<file path="config.mk">
export PLATFORM = sky130hd
export DESIGN_NAME = boot_remap_ctrl
export DESIGN_NICKNAME = d
export VERILOG_FILES = /design/src/rtl/remap_pkg.sv /design/src/rtl/remap_state.sv /design/src/rtl/remap_cfg_regs.sv /design/src/rtl/remap_decoder.sv /design/src/rtl/boot_remap_ctrl.sv
export SDC_FILE = /design/constraint.sdc
export NUM_CORES = 1
export LEC_CHECK = 0
export CAP_MARGIN = 20
export CORE_MARGIN = 4
export CORE_UTILIZATION = 57
export DETAILED_ROUTE_END_ITERATION = 12
export GPL_ROUTABILITY_DRIVEN = 1
export PLACE_DENSITY = 0.85
export SLEW_MARGIN = 20
export SYNTH_ARGS = -nofsm -noshare
export SYNTH_HDL_FRONTEND = slang
export SYNTH_SLANG_ARGS = --single-unit
</file>
<file path="constraint.sdc">
create_clock -name clk -period 4.05 [get_ports clk]
set_clock_uncertainty 0.2 [all_clocks]
set_input_delay 0.405 -clock clk [delete_from_list [all_inputs] [get_ports clk]]
set_output_delay 0.405 -clock clk [all_outputs]
set_load 0.01 [all_outputs]
</file>
<file path="src/rtl/remap_pkg.sv">
package remap_pkg;
  localparam int ADDR_W    = 32;
  localparam int WS_W      = 3;
  localparam int SIZE_W    = 3;
  localparam int GRAN_LOG2 = 16;

  localparam logic [WS_W-1:0] WS_MAX = '1;

  typedef struct packed {
    logic [ADDR_W-1:GRAN_LOG2] base;
    logic [SIZE_W-1:0]         size;
    logic                      en;
    logic [WS_W-1:0]           ws;
  } cs_cfg_t;

  // True when a and b agree on every bit at or above position lg.
  function automatic logic in_win(input logic [ADDR_W-1:0] a,
                                  input logic [ADDR_W-1:0] b,
                                  input int unsigned lg);
    return ((a ^ b) >> lg) == {ADDR_W{1'b0}};
  endfunction
endpackage

</file>
<file path="src/rtl/remap_state.sv">
module remap_state (
  input  logic clk,
  input  logic rst_n,
  input  logic wdt_rst,
  input  logic boot_mode,
  input  logic cancel_wr,
  output logic remapped,
  output logic boot_ext
);
  // Boot choice follows the pin only while the external reset is held.
  always_ff @(posedge clk) begin
    if (!rst_n) boot_ext <= boot_mode;
  end

  // One-way flag: set by any reset, cleared only by a cancel write.
  always_ff @(posedge clk) begin
    if (!rst_n || wdt_rst) remapped <= 1'b1;
    else if (cancel_wr)    remapped <= 1'b0;
  end
endmodule

</file>
<file path="src/rtl/remap_cfg_regs.sv">
module remap_cfg_regs
  import remap_pkg::*;
#(
  parameter int                NUM_CS       = 4,
  parameter int                REG_AW       = 4,
  parameter logic [ADDR_W-1:0] CS0_RST_BASE = 32'h0100_0000,
  parameter logic [SIZE_W-1:0] CS0_RST_SIZE = 3'd4
) (
  input  logic                     clk,
  input  logic                     rst_n,
  input  logic                     wdt_rst,
  input  logic                     reg_we,
  input  logic [REG_AW-1:0]        reg_addr,
  input  logic [ADDR_W-1:0]        reg_wdata,
  output logic                     cancel_wr,
  output cs_cfg_t [NUM_CS-1:0]     cfg
);
  localparam int CS_REG0 = 2 ** (REG_AW - 1);

  cs_cfg_t wr_val;
  logic    unused_bits;

  always_comb begin
    wr_val.base = reg_wdata[ADDR_W-1:GRAN_LOG2];
    wr_val.size = reg_wdata[8 +: SIZE_W];
    wr_val.en   = reg_wdata[4];
    wr_val.ws   = reg_wdata[0 +: WS_W];
  end
  assign unused_bits = ^{reg_wdata[15:11], reg_wdata[7:5], reg_wdata[3]};

  assign cancel_wr = reg_we && (reg_addr == '0) && reg_wdata[0];

  for (genvar i = 0; i < NUM_CS; i++) begin : g_cs
    localparam logic                      RST_EN   = (i == 0);
    localparam logic [ADDR_W-1:GRAN_LOG2] RST_BASE =
      (i == 0) ? CS0_RST_BASE[ADDR_W-1:GRAN_LOG2] : '0;
    localparam logic [SIZE_W-1:0]         RST_SIZE = (i == 0) ? CS0_RST_SIZE : '0;
    localparam logic [REG_AW-1:0]         MY_ADDR  = REG_AW'(CS_REG0 + i);

    cs_cfg_t q;
    always_ff @(posedge clk) begin
      if (!rst_n || wdt_rst) begin
        q.base <= RST_BASE;
        q.size <= RST_SIZE;
        q.en   <= RST_EN;
        q.ws   <= WS_MAX;
      end else if (reg_we && reg_addr == MY_ADDR) begin
        q <= wr_val;
      end
    end
    assign cfg[i] = q;
  end
endmodule

</file>
<file path="src/rtl/remap_decoder.sv">
module remap_decoder
  import remap_pkg::*;
#(
  parameter int                NUM_CS      = 4,
  parameter logic [ADDR_W-1:0] RAM_HI_BASE = 32'h0030_0000,
  parameter int                RAM_LOG2    = 16,
  parameter int                BOOT_LOG2   = 20,
  parameter logic [ADDR_W-1:0] NVM_BASE    = 32'h0010_0000,
  parameter int                NVM_LOG2    = 20
) (
  input  logic                 cpu_req,
  input  logic [ADDR_W-1:0]    cpu_addr,
  input  logic                 remapped,
  input  logic                 boot_ext,
  input  cs_cfg_t [NUM_CS-1:0] cfg,
  output logic                 ram_sel,
  output logic                 nvm_sel,
  output logic [NUM_CS-1:0]    cs_n,
  output logic [WS_W-1:0]      wait_states,
  output logic                 abort
);
  logic [NUM_CS-1:0] hit;
  logic [NUM_CS-1:0] cs_on;

  for (genvar i = 0; i < NUM_CS; i++) begin : g_hit
    assign hit[i] = cfg[i].en &&
      in_win(cpu_addr, {cfg[i].base, {GRAN_LOG2{1'b0}}},
             GRAN_LOG2 + int'(cfg[i].size));
  end

  always_comb begin
    ram_sel     = 1'b0;
    nvm_sel     = 1'b0;
    cs_on       = '0;
    wait_states = '0;
    abort       = 1'b0;
    if (cpu_req) begin
      if (remapped) begin
        if (in_win(cpu_addr, '0, BOOT_LOG2)) begin
          if (boot_ext) begin
            cs_on[0]    = 1'b1;
            wait_states = cfg[0].ws;
          end else begin
            nvm_sel = 1'b1;
          end
        end else if (in_win(cpu_addr, RAM_HI_BASE, RAM_LOG2)) begin
          ram_sel = 1'b1;
        end else begin
          abort = 1'b1;
        end
      end else begin
        if (in_win(cpu_addr, '0, RAM_LOG2)) begin
          ram_sel = 1'b1;
        end else if (in_win(cpu_addr, NVM_BASE, NVM_LOG2)) begin
          nvm_sel = 1'b1;
        end else if (|hit) begin
          // Scan downward so the lowest index is the one left standing.
          for (int i = NUM_CS - 1; i >= 0; i--) begin
            if (hit[i]) begin
              cs_on       = '0;
              cs_on[i]    = 1'b1;
              wait_states = cfg[i].ws;
            end
          end
        end else begin
          abort = 1'b1;
        end
      end
    end
  end

  assign cs_n = ~cs_on;
endmodule

</file>
<file path="src/rtl/boot_remap_ctrl.sv">
module boot_remap_ctrl
  import remap_pkg::*;
#(
  parameter int NUM_CS = 4,
  parameter int REG_AW = 4
) (
  input  logic                   clk,
  input  logic                   rst_n,
  input  logic                   wdt_rst,
  input  logic                   boot_mode,
  input  logic                   cpu_req,
  input  logic [ADDR_W-1:0]      cpu_addr,
  input  logic                   reg_we,
  input  logic [REG_AW-1:0]      reg_addr,
  input  logic [ADDR_W-1:0]      reg_wdata,
  output logic                   ram_sel,
  output logic                   nvm_sel,
  output logic [NUM_CS-1:0]      cs_n,
  output logic [WS_W-1:0]        wait_states,
  output logic                   abort
);
  logic                 remapped_q;
  logic                 boot_ext_q;
  logic                 cancel_wr;
  cs_cfg_t [NUM_CS-1:0] cfg;

  remap_state u_state (
    .clk       (clk),
    .rst_n     (rst_n),
    .wdt_rst   (wdt_rst),
    .boot_mode (boot_mode),
    .cancel_wr (cancel_wr),
    .remapped  (remapped_q),
    .boot_ext  (boot_ext_q)
  );

  remap_cfg_regs #(.NUM_CS(NUM_CS), .REG_AW(REG_AW)) u_regs (
    .clk       (clk),
    .rst_n     (rst_n),
    .wdt_rst   (wdt_rst),
    .reg_we    (reg_we),
    .reg_addr  (reg_addr),
    .reg_wdata (reg_wdata),
    .cancel_wr (cancel_wr),
    .cfg       (cfg)
  );

  remap_decoder #(.NUM_CS(NUM_CS)) u_dec (
    .cpu_req     (cpu_req),
    .cpu_addr    (cpu_addr),
    .remapped    (remapped_q),
    .boot_ext    (boot_ext_q),
    .cfg         (cfg),
    .ram_sel     (ram_sel),
    .nvm_sel     (nvm_sel),
    .cs_n        (cs_n),
    .wait_states (wait_states),
    .abort       (abort)
  );
endmodule

</file>
Word-level counts from Yosys, hierarchy flattened

Cells that the tools add are included.

Flip-flop bits (word level): 94
Input bits: 74

$add $sub $neg: 4
Equality and inequality tests: 4
Shift-type cells: 4
Mux-type cells: 41
Bitwise operators: 7
Reduce and logical (&&, ||, !) cells: 22

Operators by type and width:

| kind                                                         | count |
|---|---|
| 32-bit zero test                                             | 8 |
| 32-bit by 32-bit >> shifter with 32-bit output               | 4 |
| 32-bit bitwise XOR                                           | 4 |
| 3-bit two-way mux                                            | 12 |
| 4-bit two-way mux                                            | 8 |
| 5-bit by 3-bit adder with 6-bit output, first input constant | 4 |
| 1-bit two-way mux                                            | 21 |
| 4-bit equality test, second input constant                   | 4 |
| 1-bit logical AND                                            | 10 |
| 4-bit zero test                                              | 1 |
| 4-bit inverter                                               | 1 |
| 4-bit OR reduction                                           | 1 |
| 2-bit inverter                                               | 1 |
| 1-bit zero test                                              | 1 |
| 1-bit logical OR                                             | 1 |
| 1-bit inverter                                               | 1 |

Logic depth before layout (Yosys ltp)

Depth in word-level cells: 14
Depth in mapped cells: 8
Depth with buffers taken out: 6

Hierarchy

A second synthesis with hierarchy kept.

Cell total of the unflattened synthesis: 541
Area, all modules: 4838.4 sq um

By module, submodules not included:

| module         | times used | cells each | area an instance (sq um) | seq. area each (sq um) |
|---|---|---|---|---|
| remap_cfg_regs | 1          | 336        | 3408.3                   | 1841.8 |
| remap_decoder  | 1          | 200        | 1363.8                   | 0.0 |
| remap_state    | 1          | 5          | 66.3                     | 50.0 |

Worst setup path after synthesis

OpenSTA, ideal clock, no wires.

Path kind: input-to-output
From: input port cpu_addr[29]
To: output port cs_n[3]
Arrival: 1.862 ns
Slack: 1.583 ns
Stages: 7
Path buffers: 1
Cells stage by stage: clkbuf_1 -> xnor2_1 -> nand4_1 -> nor3_1 -> or4b_1 -> nand3_4 -> or3b_1

Cells in the longest elaborated chain, start to end: 14
Elaborated cells on any way between the ends: 29

RTL lines:

| item                                           | line                  | RTL |
|---|---|---|
| from (decl)                                    | boot_remap_ctrl.sv:12 | `input logic [ADDR_W-1:0] cpu_addr,` |
| 32-bit bitwise XOR                             | remap_pkg.sv:20       | `return ((a ^ b) >> lg) == {ADDR_W{1'b0}};` |
| 32-bit by 32-bit >> shifter with 32-bit output | remap_pkg.sv:20       |  |
| 32-bit zero test                               | remap_pkg.sv:20       |  |
| 1-bit logical AND                              | remap_decoder.sv:26   | `assign hit[i] = cfg[i].en &&` |
| 4-bit two-way mux (4 in a row)                 | remap_decoder.sv:59   | `if (hit[i]) begin` |
| 4-bit two-way mux                              | remap_decoder.sv:56   | `end else if (\|hit) begin` |
| 4-bit two-way mux                              | remap_decoder.sv:54   | `end else if (in_win(cpu_addr, NVM_BASE, NVM_LOG2)) begin` |
| 4-bit two-way mux *                            | remap_decoder.sv:52   | `if (in_win(cpu_addr, '0, RAM_LOG2)) begin` |
| 3-bit two-way mux *                            | remap_decoder.sv:38   | `if (remapped) begin` |
| 4-bit two-way mux *                            | remap_decoder.sv:37   | `if (cpu_req) begin` |
| 4-bit inverter *                               | remap_decoder.sv:72   | `assign cs_n = ~cs_on;` |
| to (decl)                                      | boot_remap_ctrl.sv:18 | `output logic [NUM_CS-1:0] cs_n,` |

Mark *: on every way between the ends. The rest lies on a longest branch, timed or not.

Final worst setup path

From: input port cpu_addr[21]
To: output port wait_states[2]

Cells in the longest elaborated chain, start to end: 13
Elaborated cells on any way between the ends: 30

RTL lines:

| item                                           | line                  | RTL |
|---|---|---|
| 32-bit bitwise XOR                             | remap_pkg.sv:20       |  |
| 32-bit by 32-bit >> shifter with 32-bit output | remap_pkg.sv:20       |  |
| 32-bit zero test                               | remap_pkg.sv:20       |  |
| 1-bit logical AND                              | remap_decoder.sv:26   |  |
| 3-bit two-way mux (4 in a row)                 | remap_decoder.sv:59   |  |
| 3-bit two-way mux                              | remap_decoder.sv:56   |  |
| 3-bit two-way mux                              | remap_decoder.sv:54   |  |
| 3-bit two-way mux                              | remap_decoder.sv:52   |  |
| 3-bit two-way mux *                            | remap_decoder.sv:38   |  |
| 3-bit two-way mux *                            | remap_decoder.sv:37   |  |
| to (decl)                                      | boot_remap_ctrl.sv:19 | `output logic [WS_W-1:0] wait_states,` |

Marked as above.

==> results.cfg <==
[timing]
hold_viol = 0
fin_crit_ns = 3.840
finalSetupTns_ns = 0
finalSetupViolations = 0
slew_headroom_pct = 29.55
timing.final.crit_share_pct = 94.81
worstMarginPinSlew_ns = 1.057
whs_ns = 0.2677
final-max-slew-violation-count = 0
clock.fmax_mhz = 260.4
rsz0062_at_grt = false

[clock_tree]
ctsRootBufferMaster = clkbuf_8
cts_buffers = 9
cts.sinks = 94
ctsHoldBuffers = 0
clkLatencyLatePin_ns = 0.35
cts_tree = yes
post_cts_buffers = 0
clkTransAtPathRegs_ns = 0.09
post_cts_resized = 0
h-tree-depth = 3
clk_path_buf_depth = 2

[place]
dp.cells = 726
hpwl_um = 8814
dpl-instance-area_um2 = 5273
gp_congestion = 0.9194
io_buffers = 58

[synth]
synth.distinct_cells = 56
ys_seq_area_share_pct = 40.00
ys_seq_elements = 94
ys_warn_count = 0
syn_area_per_cell_um2 = 7.805
syn_inst = 606
async_flop_share_pct = 0
synthesis.nets = 680
syn_area_um2 = 4730
synthFlopType = dfxtp_1
synth-edff-count = 1

[floorplanning]
die_w_um = 99.09
coreArea_um2 = 7888
dieArea_um2 = 9819
start_util_pct = 59.96
ios = 84
num_rows = 32
die_h_um = 99.09

[critical_path]
setup.worst_path.class = input pin to output pin
cp_max_fo = 11
path_cells = clkdlybuf4s50_1, xnor2_1, o211ai_2, a21oi_1, o2111ai_1, mux2i_1, o221ai_2, clkdlybuf4s50_1
max_stage_delay_ns = 0.78
reg2reg_slack_ns = 3.05
r2r_cells = 2
crit_top_cell = clkdlybuf4s50_1
cp-start-kind = input pin
reg2reg_from = u_regs.cfg[37]
crit_required_ns = 3.44
cp-end-kind = output pin
crit_slowest_cell = clkdlybuf4s50_1
worst-endpoint-arrival_ns = 3.23
rr_endpoint = u_regs.cfg[37]

[cells_and_area]
diodes = 0
design_area_um2 = 5539
final_util_pct = 70.23
final_cells = 742
fillers = 605
area_growth_pct = 17.12
nNetsFinal = 709
layout-drive-gt1-share_pct = 6.406

[global_route]
grt_pass1_wl_um = 21060
antenna_found_initial = 0
grt_pass1_vias = 4124
track_usage_pct = 27.13
overflow = 0
grt_max_degree = 42

[worst_hold_path]
timing.hold.worst_path_depth = 2
hp-class = flop to flop
hp-start = u_regs.cfg[72]
worst_hold_path.endpoint = u_regs.cfg[72]

[drt]
via_per_inst = 5.879
drc = 0
avgRoutedWirePerCell_um = 17.53
drt-initial-drc-count = 358
vias = 4362
routed_wl_um = 13010
first_pass_iters = 5
detail-route-antenna-nets = 0

[pwr]
p_leak_nw = 1.840
ir_worst_vdd_uv = 227.0
p_per_area_nw_per_um2 = 350.0

[run]
cap_violations = 0

[run_status]
run_status = finished clean
## layer usage
metal | vias up | global-route usage [%] | routed length, um
li1 | 2079 | - | -
met2 | 181 | 44.16 | 6132
met3 | 36 | 5.119 | 1094
met4 | 0 | 10.82 | 401
met5 | - | 0 | 0
met1 | 2066 | 35.54 | 5381
## cells in the mapped netlist (all sizes together), types with 3 or more instances
library cell | number | area [um2]
a211oi | 4 | 40.03
a21oi | 85 | 425.4
buf | 9 | 75.06
clkbuf | 40 | 160.1
dfxtp | 93 | 1862
inv | 10 | 37.54
mux2i | 9 | 90.09
nand2 | 186 | 698.2
nand3 | 17 | 97.60
nand4 | 10 | 68.81
nor2 | 11 | 41.29
nor3 | 6 | 35.03
nor4 | 5 | 31.28
o2111a | 3 | 33.78
o211ai | 9 | 72.57
o21ai | 8 | 40.04
o221ai | 3 | 45.04
or2 | 4 | 25.03
xnor2 | 52 | 455.4
xor2 | 13 | 121.4
## flip-flops by register name, indices dropped and copies added (netlist names)
| register | flops |
|---|---|
| u_regs.cfg | 92 |
| u_state.boot_ext | 1 |
| u_state.remapped | 1 |
## layout by cell type, fill, tap and decap left out, types with 4 or more instances in the layout
cell,instances
nand2_1,186
dfxtp_1,93
a21oi_1,85
clkdlybuf4s50_1,58
xnor2_1,52
nand3_1,16
xor2_1,12
nor2_1,11
inv_1,10
mux2i_1,9
nand4_1,9
clkbuf_8,9
buf_4,9
o211ai_1,8
o21ai_0,6
nor4_1,5
nor3_1,5
bufinv_16,4
## worst max-delay path: cells and delay by family
family / cells / cell delay [ns]
buf+inv: 2 / 1.34
compound gates: 4 / 1.07
xor+xnor: 1 / 0.21
mux: 1 / 0.21
## cells by family (layout without fill, tap and decap cells)
kind of cell           Yosys count  count (layout)  share of synthesized area (%)
AND/OR/NAND/NOR                253             253                          23.36
AO/OA/AOI/OAI                  125             125                          16.53
flip-flops                      94              94                          40.00
XOR/XNOR                        65              65                          12.20
buffers and inverters           59              93                          5.767
multiplexers                    10              10                          2.143
## metrics by stage
stage / total power, mW / setup WS [ns]
after global routing: 1.999 / 0.05045
after detailed placement: 1.137 / 0.3069
after global placement: 1.134 / 0.3397
after floorplan: 1.055 / 1.583
after CTS: 1.939 / 0.2881
final: 1.939 / 0.2104
## layout make-up
type / count / area [um2] / share of cell area (%)
multi-input combinational: 453 / 2567 / 46.35
clock buffer: 9 / 123.9 / 2.236
sequential: 94 / 1892 / 34.15
inverter: 10 / 37.54 / 0.6777
tap: 102 / 127.6 / 2.304
clock inverter: 7 / 142.6 / 2.575
timing repair buffer: 67 / 648.1 / 11.70
## power breakdown
group | internal [mW] | switching [mW] | total, mW | leakage, nW
logic | 0.0823 | 0.103 | 0.186 | 0.945
clock network | 0.476 | 0.342 | 0.818 | 0.136
registers | 0.931 | 0.00408 | 0.935 | 0.760
## how the worst max path moves through the flow
| stage | depth (start not counted) | end | start |
|---|---|---|---|
| after floorplan | 7 | cs_n[3] | cpu_addr[29] |
| after global placement | 8 | wait_states[0] | cpu_addr[21] |
| after detailed placement | 8 | wait_states[2] | cpu_addr[21] |
| after CTS | 8 | wait_states[2] | cpu_addr[21] |
| after global routing | 8 | wait_states[1] | cpu_addr[21] |
| final | 8 | wait_states[2] | cpu_addr[21] |
No activity file was read; power rests on OpenSTA's default activity.
